--- src/rtl/nvm_st_pkg.sv ---
package nvm_st_pkg;
  typedef enum logic [3:0] {
    PH_IDLE = 4'd0,
    PH_SCAN = 4'd1,
    PH_DIV  = 4'd2,
    PH_CONF = 4'd3,
    PH_WR1  = 4'd4,
    PH_RD1  = 4'd5,
    PH_WR2  = 4'd6,
    PH_RD2  = 4'd7,
    PH_ERS  = 4'd8,
    PH_DONE = 4'd9
  } phase_t;

  localparam logic [7:0] ERASED_BYTE = 8'hFF;
  localparam int PCT_STEP = 10;
endpackage

--- src/rtl/nvm_st_pctdiv.sv ---
module nvm_st_pctdiv #(
  parameter int DEPTH = 256,
  localparam int CW = $clog2(DEPTH + 1)
) (
  input  logic          clk,
  input  logic          rst,
  input  logic          start,
  input  logic [CW-1:0] count,
  output logic          done,
  output logic [6:0]    pct
);
  localparam int RW = CW + 4;

  logic [RW-1:0] rem_q;
  logic          run_q;

  always_ff @(posedge clk) begin
    if (rst) begin
      rem_q <= '0;
      run_q <= 1'b0;
      done  <= 1'b0;
      pct   <= '0;
    end else begin
      done <= 1'b0;
      if (start) begin
        rem_q <= RW'(count) * RW'(nvm_st_pkg::PCT_STEP);
        pct   <= '0;
        run_q <= 1'b1;
      end else if (run_q) begin
        if (rem_q == '0) begin
          run_q <= 1'b0;
          done  <= 1'b1;
        end else if (rem_q > RW'(DEPTH)) begin
          rem_q <= rem_q - RW'(DEPTH);
          pct   <= pct + 7'(nvm_st_pkg::PCT_STEP);
        end else begin
          rem_q <= '0;
          pct   <= pct + 7'(nvm_st_pkg::PCT_STEP);
        end
      end
    end
  end

  // finished quotient is a tens step no larger than 100
  p_pct_range_r2: assert property (@(posedge clk) disable iff (rst)
    done |-> (pct <= 7'd100) && ((pct % 7'd10) == 7'd0));
endmodule

--- src/rtl/nvm_st_blink.sv ---
module nvm_st_blink #(
  parameter int PERIOD = 200_000_000,
  localparam int CTW = (PERIOD > 1) ? $clog2(PERIOD) : 1
) (
  input  logic clk,
  input  logic rst,
  input  logic en,
  output logic alt
);
  logic [CTW-1:0] cnt_q;

  always_ff @(posedge clk) begin
    if (rst || !en) begin
      cnt_q <= '0;
      alt   <= 1'b0;
    end else if (cnt_q == CTW'(PERIOD - 1)) begin
      cnt_q <= '0;
      alt   <= ~alt;
    end else begin
      cnt_q <= cnt_q + CTW'(1);
    end
  end

  // the alternating phase exists only while the prompt is shown
  p_alt_needs_en_r3: assert property (@(posedge clk) disable iff (rst)
    !en |=> !alt);
endmodule

--- src/rtl/nvm_selftest.sv ---
module nvm_selftest #(
  parameter int DEPTH        = 256,
  parameter int BLINK_CYCLES = 200_000_000,
  localparam int AW = (DEPTH > 1) ? $clog2(DEPTH) : 1
) (
  input  logic          clk,
  input  logic          rst,
  input  logic          cmd_test,
  input  logic          cmd_erase,
  input  logic          key_set,
  output logic          mem_req,
  output logic          mem_we,
  output logic [AW-1:0] mem_addr,
  output logic [7:0]    mem_wdata,
  input  logic [7:0]    mem_rdata,
  input  logic          mem_ready,
  input  logic          mem_err,
  output logic          busy,
  output logic          prompt_on,
  output logic          prompt_alt,
  output logic          occ_valid,
  output logic [6:0]    occ_pct,
  output logic          res_valid,
  output logic          res_good,
  output logic          missed
);
  import nvm_st_pkg::*;

  localparam int CW = $clog2(DEPTH + 1);
  localparam int LW = (AW < 8) ? AW : 8;

  phase_t        phase_q;
  logic          erase_only_q;
  logic [AW-1:0] addr_q;
  logic [CW-1:0] cnt_q;
  logic          err_q;
  logic          div_go_q;
  logic          div_done;
  logic [6:0]    div_pct;

  logic [7:0] lo_byte;
  logic [7:0] chk_byte;
  logic       is_chk;
  logic       xfer;
  logic       bad;
  logic       last;
  phase_t     after_sweep;

  always_comb begin
    lo_byte = '0;
    lo_byte[LW-1:0] = addr_q[LW-1:0];
  end

  assign mem_req  = (phase_q == PH_SCAN) || (phase_q == PH_WR1) || (phase_q == PH_RD1) ||
                    (phase_q == PH_WR2) || (phase_q == PH_RD2) || (phase_q == PH_ERS);
  assign mem_we   = (phase_q == PH_WR1) || (phase_q == PH_WR2) || (phase_q == PH_ERS);
  assign mem_addr = addr_q;

  always_comb begin
    case (phase_q)
      PH_WR1:  mem_wdata = lo_byte;
      PH_WR2:  mem_wdata = ~lo_byte;
      PH_ERS:  mem_wdata = ERASED_BYTE;
      default: mem_wdata = 8'h00;
    endcase
  end

  assign is_chk   = (phase_q == PH_RD1) || (phase_q == PH_RD2);
  assign chk_byte = (phase_q == PH_RD1) ? lo_byte : ~lo_byte;
  assign xfer     = mem_req && mem_ready;
  assign bad      = mem_err || (is_chk && (mem_rdata != chk_byte));
  assign last     = (addr_q == AW'(DEPTH - 1));

  always_comb begin
    case (phase_q)
      PH_SCAN: after_sweep = PH_DIV;
      PH_WR1:  after_sweep = PH_RD1;
      PH_RD1:  after_sweep = PH_WR2;
      PH_WR2:  after_sweep = PH_RD2;
      PH_RD2:  after_sweep = PH_ERS;
      default: after_sweep = PH_DONE;
    endcase
  end

  nvm_st_pctdiv #(.DEPTH(DEPTH)) u_div (
    .clk   (clk),
    .rst   (rst),
    .start (div_go_q),
    .count (cnt_q),
    .done  (div_done),
    .pct   (div_pct)
  );

  nvm_st_blink #(.PERIOD(BLINK_CYCLES)) u_blink (
    .clk (clk),
    .rst (rst),
    .en  (prompt_on),
    .alt (prompt_alt)
  );

  always_ff @(posedge clk) begin
    if (rst) begin
      phase_q      <= PH_IDLE;
      erase_only_q <= 1'b0;
      addr_q       <= '0;
      cnt_q        <= '0;
      err_q        <= 1'b0;
      div_go_q     <= 1'b0;
      busy         <= 1'b0;
      prompt_on    <= 1'b0;
      occ_valid    <= 1'b0;
      occ_pct      <= '0;
      res_valid    <= 1'b0;
      res_good     <= 1'b0;
      missed       <= 1'b0;
    end else begin
      div_go_q <= 1'b0;
      case (phase_q)
        PH_IDLE: begin
          if (cmd_test || cmd_erase) begin
            busy         <= 1'b1;
            erase_only_q <= !cmd_test;
            addr_q       <= '0;
            cnt_q        <= '0;
            err_q        <= 1'b0;
            res_valid    <= 1'b0;
            occ_valid    <= 1'b0;
            if (cmd_test) begin
              phase_q <= PH_SCAN;
            end else begin
              phase_q   <= PH_CONF;
              prompt_on <= 1'b1;
            end
          end
        end
        PH_DIV: begin
          if (div_done) begin
            occ_pct   <= div_pct;
            occ_valid <= 1'b1;
            prompt_on <= 1'b1;
            phase_q   <= PH_CONF;
          end
        end
        PH_CONF: begin
          if (key_set) begin
            prompt_on <= 1'b0;
            phase_q   <= erase_only_q ? PH_ERS : PH_WR1;
          end
        end
        PH_DONE: begin
          res_valid <= 1'b1;
          res_good  <= !err_q;
          busy      <= 1'b0;
          phase_q   <= PH_IDLE;
        end
        default: begin
          if (xfer) begin
            if (bad && (phase_q != PH_SCAN || mem_err)) begin
              err_q   <= 1'b1;
              phase_q <= PH_DONE;
              if (mem_we && mem_err) missed <= 1'b1;
            end else begin
              if (phase_q == PH_SCAN && mem_rdata != ERASED_BYTE) cnt_q <= cnt_q + CW'(1);
              if (last) begin
                addr_q  <= '0;
                phase_q <= after_sweep;
                if (phase_q == PH_SCAN) div_go_q <= 1'b1;
                if (phase_q == PH_ERS) missed <= 1'b0;
              end else begin
                addr_q <= addr_q + AW'(1);
              end
            end
          end
        end
      endcase
    end
  end

  // a stalled request keeps its address, direction and data
  p_stall_hold_r11: assert property (@(posedge clk) disable iff (rst)
    (mem_req && !mem_ready) |=> (mem_req && $stable(mem_addr) && $stable(mem_we) && $stable(mem_wdata)));

  // a failed transfer is the last one of the run
  p_err_stops_r7: assert property (@(posedge clk) disable iff (rst)
    (mem_req && mem_ready && mem_err) |=> !mem_req);

  // the run ends with a result on the same edge
  p_done_with_result_r10: assert property (@(posedge clk) disable iff (rst)
    $fell(busy) |-> res_valid);

  // history clears only when an erase sweep has just completed
  p_missed_clear_r8: assert property (@(posedge clk) disable iff (rst)
    $fell(missed) |-> (phase_q == PH_DONE) && !err_q);

  // no memory traffic while the confirmation prompt is shown
  p_quiet_prompt_r3: assert property (@(posedge clk) disable iff (rst)
    prompt_on |-> !mem_req);
endmodule

--- config.mk ---
export PLATFORM = sky130hd
export DESIGN_NAME = nvm_selftest
export DESIGN_NICKNAME = d
export VERILOG_FILES = /design/src/rtl/nvm_st_pkg.sv /design/src/rtl/nvm_st_pctdiv.sv /design/src/rtl/nvm_st_blink.sv /design/src/rtl/nvm_selftest.sv
export SDC_FILE = /design/constraint.sdc
export NUM_CORES = 1
export LEC_CHECK = 0
export ABC_AREA = 1
export BUFFER_PORTS_ARGS = -buffer_cell sky130_fd_sc_hd__buf_2
export CORE_UTILIZATION = 40
export CTS_CLUSTER_SIZE = 28
export DETAILED_ROUTE_END_ITERATION = 12
export HOLD_SLACK_MARGIN = 0.05
export PLACE_DENSITY_LB_ADDON = 0.08
export SKIP_LAST_GASP = 1
export SYNTH_ARGS = -nofsm -noshare
export SYNTH_HDL_FRONTEND = slang
export SYNTH_HIERARCHICAL = 1
export SYNTH_SLANG_ARGS = --single-unit
--- constraint.sdc ---
create_clock -name clk -period 1.92 [get_ports clk]
set_input_delay 0.192 -clock clk [delete_from_list [all_inputs] [get_ports clk]]
set_output_delay 0.192 -clock clk [all_outputs]
set_load 0.05 [all_outputs]
==> results.json, run 1 <==
{
  "initial_core_util_pct": 41.0,
  "multiInputGateArea_um2": 3450,
  "final-seq-area_um2": 1790,
  "fmax_mhz": 539,
  "ys_types": 42,
  "clock_path_buffers": 2,
  "track_usage_pct": 20.1,
  "syn_to_final_growth_pct": 22.0,
  "die_x_um": 119,
  "cts.clk_slew.worst_paths_ns": 0.06,
  "fin_worst_skew_ns": 0.00863,
  "first_iter_violations": 350,
  "synth_area_leaders": "dfxtp_1 32%, nand2_1 17%, nor2_1 7.8%, inv_1 5.7%, a21oi_1 5.6%",
  "ant_nets": 0,
  "finalHoldViolCount": 0,
  "portBuffers": 46,
  "nFillCells": 1370,
  "path_cells": "buf_4 > nand2_1 > nand2_1 > nand2_1 > nand2_1 > nor2_1 > nand3_1 > nand2_2 > nand2_4 > o21ai_4 > buf_6 > inv_8 > nand2_1 > a21oi_2",
  "path_max_fanout": 8,
  "nets": 953,
  "ios": 47,
  "cts_tree": "done",
  "slew_viol_final": 0,
  "numCtsBuffers": 9,
  "drc": 0,
  "finalPower_mw": 6.53,
  "setup_violations": 0,
  "ys_seq_area_share_pct": 31.9,
  "async_flop_share_pct": 0,
  "insertedDiodeCount": 0,
  "die_h_um": 119,
  "period_minus_slack_ns": 1.85,
  "die-area_um2": 14100,
  "vias": 5490,
  "rows": 42,
  "syn_inst": 833,
  "instances_no_fill": 1097,
  "worst_path_max_delay_cell": "dfxtp_4",
  "drive_gt1_share_pct": 22.1,
  "ir_drop_v": 0.000548,
  "worstPathArrival_ns": 2.07,
  "grt_pass1_vias": 5087,
  "htree_levels": 3,
  "dpl.hpwl_mm": 10.4,
  "utilization_pct": 50.0,
  "core_um2": 13300,
  "antenna_found_initial": 0,
  "maxCapViolCount": 0,
  "cts_hold_buf": 0,
  "grt_overflow": 0,
  "timing.final.crit_share_pct": 96.5,
  "synth_nets": 870,
  "drt-total-wl_mm": 14.0,
  "cp-start-kind": "flop",
  "power_density_nw_per_um2": 981,
  "rsz0062_at_grt": "yes",
  "drtPass1Iterations": 7,
  "tns_ns": 0,
  "synth_top_area_cell": "dfxtp_1",
  "yosys_warnings": 6,
  "cp-end-kind": "flop",
  "setup_slack_ns": 0.0663,
  "grt_max_degree": 28,
  "clock-sinks": 87,
  "avgViaCountPerCell": 5.00,
  "postSynthAreaPerCell_um2": 6.55,
  "synthTopCellsByCount": "244 x nand2_1, 113 x nor2_1, 87 x dfxtp_1",
  "grt_pass1_wl_mm": 23.0,
  "synth_seq_cells": 87,
  "drt-wirelength-per-cell_um": 12.7,
  "status": "complete, no violations",
  "critPathMaxStageDelay_ns": 0.37,
  "netlist.area_leader.share_pct": 31.9,
  "worstSkewPairLatency_ns": 0.34,
  "gp_congestion": 0.913,
  "hp-class": "in -> reg",
  "syn-cell-area_um2": 5450,
  "synth-edff-count": 0,
  "p_leak_nw": 2.83,
  "root_buffer": "clkbuf_16",
  "synth.most_common_cell": "nand2_1",
  "dp_slack_ns": -0.0510,
  "synth_top_flop_cell": "dfxtp_1",
  "critical_path_class": "reg -> reg",
  "cp.required_ns": 2.13,
  "placed_cells": 1074,
  "crit_path_frequent_cell": "nand2_1",
  "regToRegSetupSlack_ns": 0.07
}
[report_power, final]
part | internal (mW) | switching, mW
clock network | 0.878 | 0.730
registers | 1.96 | 0.155
logic | 0.939 | 1.86
[critical path: cells and delay by family, from the launching register on]
family / cells / cell delay [ns]
AND/OR/NAND/NOR: 9 / 0.69
AO/OA/AOI/OAI: 2 / 0.27
buffers and inverters: 3 / 0.38
flip-flops: 1 / 0.37
[cell usage in the layout (no fill, tap or decap), types with 4 or more instances in the layout]
| cell type | n |
|---|---|
| nor2_4 | 7 |
| nand3b_1 | 7 |
| inv_1 | 81 |
| nand2_4 | 7 |
| nor3b_1 | 8 |
| xor2_1 | 18 |
| o21ai_0 | 17 |
| xnor2_1 | 9 |
| ha_4 | 5 |
| nand4_1 | 12 |
| o211ai_1 | 8 |
| a21oi_2 | 7 |
| clkbuf_1 | 4 |
| buf_4 | 47 |
| nand3_2 | 5 |
| dfxtp_2 | 8 |
| inv_2 | 7 |
| dfxtp_4 | 9 |
| nor3_2 | 4 |
| clkbuf_16 | 9 |
| nor3_1 | 13 |
| a21oi_1 | 55 |
| buf_2 | 38 |
| nor2_2 | 11 |
| nor2_1 | 108 |
| nand3_1 | 56 |
| dfxtp_1 | 70 |
| nand2_1 | 228 |
| ha_1 | 14 |
| nand2_2 | 20 |
[repair_timing]
action | CTS | global route
gates cloned | 0 | 1
resized for setup | 14 | 61
setup buffers | 0 | 6
endpoints found under the setup margin | 29 | 36
pin swaps | 0 | 27
endpoints found under the hold margin | 0 | 0
[registers in the layout (all words and copies together) (netlist names), 4 cells and up]
register       flops
cnt_q              9
mem_addr           8
occ_pct            7
phase_q            4
u_blink/cnt_q     28
u_div/pct          6
u_div/rem_q       13
[area by class of cell]
cell class | instances | share of cell area, %
clock buffer | 13 | 3.61
clock inverter | 3 | 0.301
inverter | 90 | 5.23
multi-input combinational | 639 | 51.9
sequential | 87 | 26.8
tap | 176 | 3.31
timing repair buffer | 89 | 8.78
[logic make-up (layout without fill, tap and decap cells)]
logic type	count (synthesis)	count (layout)	synth area share, %
compound gates	95	95	9.68
xor+xnor	27	27	4.34
fa+ha+maj	22	22	5.18
buf+inv	107	195	8.24
flops	87	87	31.9
other cells	1	1	0.0688
simple gates	494	494	40.6
[path summary, 6_finish.rpt]
path / startpoint / endpoint / cells past startpoint
worst max register to register: mem_addr[0]$_SDFFE_PP0P_ / mem_addr[5]$_SDFFE_PP0P_ / 14
worst max-delay path: mem_addr[0]$_SDFFE_PP0P_ / mem_addr[5]$_SDFFE_PP0P_ / 14
worst min register to register: err_q$_SDFFE_PP0P_ / res_good$_SDFFE_PP0P_ / 1
worst min-delay path: mem_err / missed$_SDFFE_PP0P_ / 3
[through the flow]
stage | cell area (µm²) | hold slack, ns
after floorplan | 5480 | 0.344
final | 6650 | 0.156
after detailed placement | 6090 | 0.430
after global placement | 6090 | 0.421
after CTS | 6390 | 0.139
after global routing | 6650 | 0.167
[metal layers]
metal | global-route usage (%) | share of wire (%)
met5 | 0 | 0
met3 | 3.33 | 3.1
met2 | 34.2 | 50
met1 | 25.2 | 45
met4 | 8.15 | 2.0
No activity file was read; power rests on OpenSTA's default activity.
==> run 2: changes to the inputs <==
--- a/config.mk
+++ b/config.mk
@@ -5,7 +5,6 @@
 export SDC_FILE = /design/constraint.sdc
 export NUM_CORES = 1
 export LEC_CHECK = 0
-export ABC_AREA = 1
 export BUFFER_PORTS_ARGS = -buffer_cell sky130_fd_sc_hd__buf_2
 export CORE_UTILIZATION = 40
 export CTS_CLUSTER_SIZE = 28
==> run 2 against run 1 <==
Compared with the run above: the run now ends with negative setup slack left; non-clock buffer count grew 65; cell count shrank 16%; critical path type unchanged; critical path depth fell by 8; setup slack lost 0.16 ns; largest cell class unchanged.
==> results.json, run 2 <==
{
  "setup_slack_ns": -0.0982,
  "drt-total-wl_mm": 15.2,
  "yosys.area_share.simple_pct": 27.1,
  "drive_gt1_share_pct": 39.1,
  "largest_reg_flops": 28,
  "vias": 5134,
  "synth_nets": 651,
  "grt_max_degree": 19,
  "gp_congestion": 0.922,
  "avgViaCountPerCell": 5.56,
  "post_synth_mux_area_share_pct": 2.91,
  "insertedDiodeCount": 0,
  "synth.most_common_cell": "dfxtp_1",
  "ant_nets": 0,
  "grt_pass1_vias": 4897,
  "track_usage_pct": 23.0,
  "top_regs": "u_blink/cnt_q x28, u_div/rem_q x13, cnt_q x9",
  "synth_top_flop_cell": "dfxtp_1",
  "die_x_um": 116,
  "worstHoldPathCells": 2,
  "dp_slack_ns": -0.157,
  "postSynthAreaPerCell_um2": 8.48,
  "critical_path_class": "reg -> reg",
  "max_slew_margin_pct": 58.7,
  "timing.final.crit_share_pct": 105,
  "synth_area_leaders": "dfxtp_1 33%, ha_1 5.0%, nor2_1 4.8%, xor2_1 4.7%, a21oi_1 3.9%",
  "finalPower_mw": 6.44,
  "ir_drop_v": 0.000774,
  "clock-sinks": 87,
  "syn-cell-area_um2": 5210,
  "min_delay_worst_endpoint": "erase_only_q$_SDFFE_PP0P_",
  "drtPass1Iterations": 4,
  "path_max_fanout": 3,
  "cts_tree": "done",
  "rsz0062_at_grt": "yes",
  "ys_seq_area_share_pct": 33.4,
  "hp-class": "in -> reg",
  "synth_seq_cells": 87,
  "tightest_slew_ns": 0.613,
  "dpl.hpwl_mm": 10.7,
  "htree_levels": 3,
  "worstPathArrival_ns": 2.26,
  "ys_types": 83,
  "cts_hold_buf": 0,
  "core_um2": 12700,
  "yosys_warnings": 6,
  "slew_viol_final": 0,
  "p_leak_nw": 2.91,
  "power_density_nw_per_um2": 871,
  "cp-start-kind": "flop",
  "netlist.area_leader.share_pct": 33.4,
  "synth_top_area_cell": "dfxtp_1",
  "synth_top_family_by_area": "simple AND/OR/NAND/NOR gates",
  "nets": 784,
  "ios": 47,
  "reg2reg_from": "mem_addr[4]$_SDFFE_PP0P_",
  "numCtsBuffers": 9,
  "synthTopCellsByCount": "87 x dfxtp_1, 67 x nor2_1, 43 x nand2_1",
  "root_buffer": "clkbuf_16",
  "cts.clk_slew.worst_paths_ns": 0.06,
  "drc": 0,
  "worstSkewPairLatency_ns": 0.35,
  "first_iter_violations": 265,
  "drt-wirelength-per-cell_um": 16.5,
  "die-area_um2": 13500,
  "synth_compound_area_share_pct": 20.1,
  "cp-end-kind": "flop",
  "grt_overflow": 0,
  "fmax_mhz": 495,
  "syn_inst": 614,
  "period_minus_slack_ns": 2.02,
  "synthXorXnorAreaFrac_pct": 6.89,
  "maxCapViolCount": 0,
  "rows": 41,
  "placed_cells": 892,
  "cp.required_ns": 2.16,
  "regMostFlops": "u_blink/cnt_q",
  "instances_no_fill": 924,
  "grt_pass1_wl_mm": 24.0,
  "min_from": "cmd_test",
  "setup_violations": 10,
  "tns_ns": -0.382,
  "final_cell_mix": "91 x buf_4, 69 x dfxtp_1, 64 x nor2_1",
  "finalHoldViolCount": 0,
  "portBuffers": 46,
  "die_h_um": 116,
  "regToRegSetupSlack_ns": -0.1,
  "rr_endpoint": "phase_q[0]$_SDFFE_PP0P_",
  "synth-edff-count": 0,
  "antenna_found_initial": 0,
  "violations": "negative setup slack",
  "final_common_cell": "buf_4",
  "status": "finished with violations",
  "initial_core_util_pct": 41.1,
  "async_flop_share_pct": 0,
  "utilization_pct": 58.4,
  "fin_worst_skew_ns": 0.00914,
  "r2r_cells": 6,
  "synthAdderAreaFrac_pct": 5.43,
  "syn_to_final_growth_pct": 42.0,
  "clock_path_buffers": 2,
  "nFillCells": 1103
}
[run 2: cell types whose count changed after synthesis, sizes merged, moves of 13 or more]
cell,change
a21oi,-20
nand3,-36
nor2,-56
nand4,+13
inv,-73
mux2i,+14
nand2,-213
[run 2: cell families (layout without fill, tap and decap cells)]
family	after synthesis	in the layout
AO/OA/AOI/OAI	145	145
XOR/XNOR	41	41
adder cells (fa/ha/maj)	22	22
buffers and inverters	49	187
flip-flops	87	87
multiplexers	15	15
other	1	1
AND/OR/NAND/NOR	254	254
[run 2: worst max-delay path by stage]
stage | start | to | slack (ns) | depth (start not counted)
2_1_floorplan | mem_addr[3]$_SDFFE_PP0P_ | cnt_q[7]$_SDFFE_PP0P_ | -0.19 | 7
4_1_cts | mem_addr[3]$_SDFFE_PP0P_ | phase_q[1]$_SDFFE_PP0P_ | -0.02 | 7
6_report | mem_addr[4]$_SDFFE_PP0P_ | phase_q[0]$_SDFFE_PP0P_ | -0.1 | 6
3_5_place_dp | phase_q[3]$_SDFFE_PP0P_ | cnt_q[7]$_SDFFE_PP0P_ | -0.16 | 6
3_3_place_gp | phase_q[3]$_SDFFE_PP0P_ | cnt_q[7]$_SDFFE_PP0P_ | -0.15 | 6
5_1_grt | mem_addr[4]$_SDFFE_PP0P_ | phase_q[0]$_SDFFE_PP0P_ | -0.14 | 6
[run 2: worst max-delay path: stages, from the launching register on]
cell and delay, ns:
dfxtp_4 0.37, xor2_4 0.20, a21oi_4 0.09, or4_4 0.56, o211ai_1 0.26, nand2_1 0.11, a221oi_2 0.31
[run 2: layer usage]
layer	routed length, µm	share of wire, %	track usage [%]
met5	0	0	0
met1	7060	46	30.6
met4	287	1.9	8.97
met3	643	4.2	4.62
met2	7250	48	36.9
[run 2: where the power goes]
part / internal, mW / switching (mW)
Clock: 1.05 / 0.763
Combinational: 1.09 / 1.57
Sequential: 1.88 / 0.0921
[run 2: repair_timing]
item / CTS / global route
setup buffers: 4 / 10
pin swaps: 16 / 42
setup endpoints to repair: 34 / 36
gates resized for setup: 64 / 65
gates cloned: 2 / 0
[run 2: cell type report]
cell class | count | area, µm² | area share (%)
clock buffer | 11 | 243 | 3.28
sequential | 87 | 1800 | 24.3
inverter | 17 | 63.8 | 0.863
multi-input combinational | 478 | 3830 | 51.8
timing repair buffer | 154 | 1190 | 16.1
clock inverter | 5 | 55.1 | 0.744
tap | 172 | 215 | 2.91
[run 2: stage by stage]
stage | hold WS, ns | cell area (µm²)
after floorplan | 0.289 | 5370
after global placement | 0.433 | 6350
after detailed placement | 0.442 | 6350
after CTS | 0.0676 | 7000
after global routing | 0.0859 | 7400
final | 0.100 | 7400
==> run 3: changes to the inputs <==
--- a/config.mk
+++ b/config.mk
@@ -6,7 +6,7 @@
 export NUM_CORES = 1
 export LEC_CHECK = 0
 export BUFFER_PORTS_ARGS = -buffer_cell sky130_fd_sc_hd__buf_2
-export CORE_UTILIZATION = 40
+export CORE_UTILIZATION = 54
 export CTS_CLUSTER_SIZE = 28
 export DETAILED_ROUTE_END_ITERATION = 12
 export HOLD_SLACK_MARGIN = 0.05
==> run 3 against run 2 <==
Compared with the run above: the run still ends with negative setup slack left; wire length is 7.0% higher; hold slack got worse by 0.025 ns; clock skew about the same; power down 6.6%; global-route usage up 8.1 points; sequential power barely moved; final area shrank 2.5%; critical path depth grew 2; largest power group unchanged.
==> results.json, run 3 (synthesis results as in run 2) <==
{
  "tns_ns": -1.41,
  "rsz0062_at_grt": "yes",
  "drc": 0,
  "worstSkewPairLatency_ns": 0.37,
  "die-area_um2": 10000,
  "grt_pass1_wl_mm": 24.6,
  "fmax_mhz": 488,
  "ios": 47,
  "power_density_nw_per_um2": 834,
  "intPower_mw": 3.49,
  "utilization_pct": 77.7,
  "final_area_um2": 7210,
  "status": "finished with violations",
  "root_buffer": "clkbuf_8",
  "portBuffers": 46,
  "fin_worst_skew_ns": 0.00868,
  "slew_viol_final": 0,
  "placed_cell_area_um2": 6250,
  "period_minus_slack_ns": 2.05,
  "drtPass1Iterations": 6,
  "first_iter_violations": 361,
  "combinationalPowerShare_pct": 47.9,
  "cts.clk_slew.worst_paths_ns": 0.09,
  "worstPathArrival_ns": 2.35,
  "instances_no_fill": 875,
  "p_leak_nw": 2.80,
  "regMostFlops": "u_blink/cnt_q",
  "cp-end-kind": "flop",
  "reg2reg_from": "mem_addr[0]$_SDFFE_PP0P_",
  "min_delay_worst_endpoint": "erase_only_q$_SDFFE_PP0P_",
  "critPathMaxStageDelay_ns": 0.53,
  "final-seq-area_um2": 1800,
  "grt_overflow": 0,
  "crit_path_frequent_cell": "buf_4",
  "die_h_um": 100,
  "path_max_fanout": 3,
  "cp-start-kind": "flop",
  "clock-sinks": 87,
  "rr_endpoint": "cnt_q[1]$_SDFFE_PP0P_",
  "multiInputGateArea_um2": 3900,
  "numCtsBuffers": 9,
  "regToRegSetupSlack_ns": -0.13,
  "gp_congestion": 0.947,
  "core_um2": 9280,
  "drt-wirelength-per-cell_um": 18.6,
  "insertedDiodeCount": 0,
  "finalHoldViolCount": 0,
  "dpl.hpwl_mm": 10.8,
  "setup_slack_ns": -0.130,
  "p_switching_mw": 2.53,
  "max_slew_margin_pct": 48.8,
  "maxCapViolCount": 0,
  "top_regs": "u_blink/cnt_q x28, u_div/rem_q x13, cnt_q x9",
  "ir_drop_v": 0.000792,
  "setup_violations": 19,
  "worstHoldPathCells": 2,
  "nFillCells": 656,
  "final_common_cell": "buf_4",
  "r2r_cells": 8,
  "antenna_found_initial": 0,
  "worst_path_max_delay_cell": "or4_4",
  "grt_max_degree": 24,
  "track_usage_pct": 31.1,
  "min_from": "cmd_test",
  "avgViaCountPerCell": 6.19,
  "dp_slack_ns": -0.189,
  "vias": 5418,
  "hp-class": "in -> reg",
  "clock_path_buffers": 2,
  "timing.final.crit_share_pct": 107,
  "rows": 35,
  "swShare_pct": 42.0,
  "cp.required_ns": 2.22,
  "final_cell_mix": "84 x buf_4, 69 x dfxtp_1, 64 x nor2_1",
  "largest_reg_flops": 28,
  "grt_pass1_vias": 5051,
  "placed_cells": 846,
  "pwr-share-clk_pct": 19.4,
  "drive_gt1_share_pct": 38.7,
  "violations": "negative setup slack",
  "initial_core_util_pct": 56.1,
  "nets": 778,
  "drt-total-wl_mm": 16.3,
  "path_cells": "xor2_4 > nor2_4 > or4_4 > o21ai_4 > buf_4 > buf_4 > nand4_1 > a21oi_2",
  "htree_levels": 3,
  "syn_to_final_growth_pct": 38.4,
  "ant_nets": 0,
  "cts_hold_buf": 0,
  "tightest_slew_ns": 0.760,
  "die_x_um": 100,
  "critical_path_class": "reg -> reg",
  "cts_tree": "done",
  "power_frac_seq_pct": 32.7
}
run 3: cell types whose count changed in the layout (fill, tap and decap cells not counted), moves of 3 or more:
cell | before | now
clkbuf_16 | 9 | 0
buf_6 | 21 | 25
a21oi_2 | 14 | 18
clkbuf_8 | 1 | 9
buf_4 | 91 | 84
buf_12 | 4 | 1
run 3: through the flow:
step | hold WS, ns | power, mW
floorplan | 0.289 | 3.36
global placement | 0.439 | 4.19
detailed placement | 0.440 | 4.21
CTS | 0.0565 | 5.71
global route | 0.0841 | 6.23
finish | 0.0753 | 6.02
run 3: layer usage:
metal | vias to the layer above | track usage [%] | share of wire (%) | wire (µm)
met5 | - | 0 | 0 | 0
met4 | 0 | 11.8 | 2.9 | 481
met3 | 52 | 5.01 | 7.2 | 1180
met2 | 253 | 51.8 | 48 | 7900
met1 | 2584 | 40.5 | 41 | 6750
li1 | 2529 | - | - | -
run 3: final cells by class:
class / count / share of cell area (%)
tap: 129 / 2.24
timing repair buffer: 147 / 15.5
inverter: 17 / 0.885
clock buffer: 12 / 1.87
clock inverter: 4 / 0.416
sequential: 87 / 25.0
multi-input combinational: 479 / 54.1
run 3: worst max-delay path: cells and delay by family, from the launching register on:
kind                      cells  cell delay [ns]
and+or+nand+nor               3             0.71
DFF                           1             0.39
AOI/OAI and AO/OA             2             0.39
buffers and inverters         2             0.25
xor gates and xnor gates      1             0.22
run 3: worst max-delay path by stage:
stage,start,endpoint,slack [ns],cells past startpoint
5_1_grt,mem_addr[3]$_SDFFE_PP0P_,phase_q[2]$_SDFFE_PP0P_,-0.19,7
4_1_cts,mem_addr[4]$_SDFFE_PP0P_,mem_addr[7]$_SDFFE_PP0P_,-0.05,7
6_report,mem_addr[0]$_SDFFE_PP0P_,cnt_q[1]$_SDFFE_PP0P_,-0.13,8
2_1_floorplan,mem_addr[3]$_SDFFE_PP0P_,cnt_q[7]$_SDFFE_PP0P_,-0.19,7
3_3_place_gp,mem_addr[1]$_SDFFE_PP0P_,mem_addr[5]$_SDFFE_PP0P_,-0.16,7
3_5_place_dp,mem_addr[1]$_SDFFE_PP0P_,mem_addr[5]$_SDFFE_PP0P_,-0.19,7
run 3: what timing repair did:
action,4_1_cts,5_1_grt
endpoints found under the hold margin,0,0
cloned,3,0
gates resized for setup,83,55
pin swaps,22,28
endpoints found under the setup margin,33,37
buffers inserted,5,5
run 3: power by group through the flow:
stage | sequential [mW] | clock [mW] | combinational (mW)
floorplan | 2.07 | 0 | 1.29
CTS | 1.95 | 1.19 | 2.56
global placement | 1.98 | 0 | 2.22
finish | 1.97 | 1.17 | 2.89
detailed placement | 1.98 | 0 | 2.23
global route | 1.97 | 1.26 | 3.00
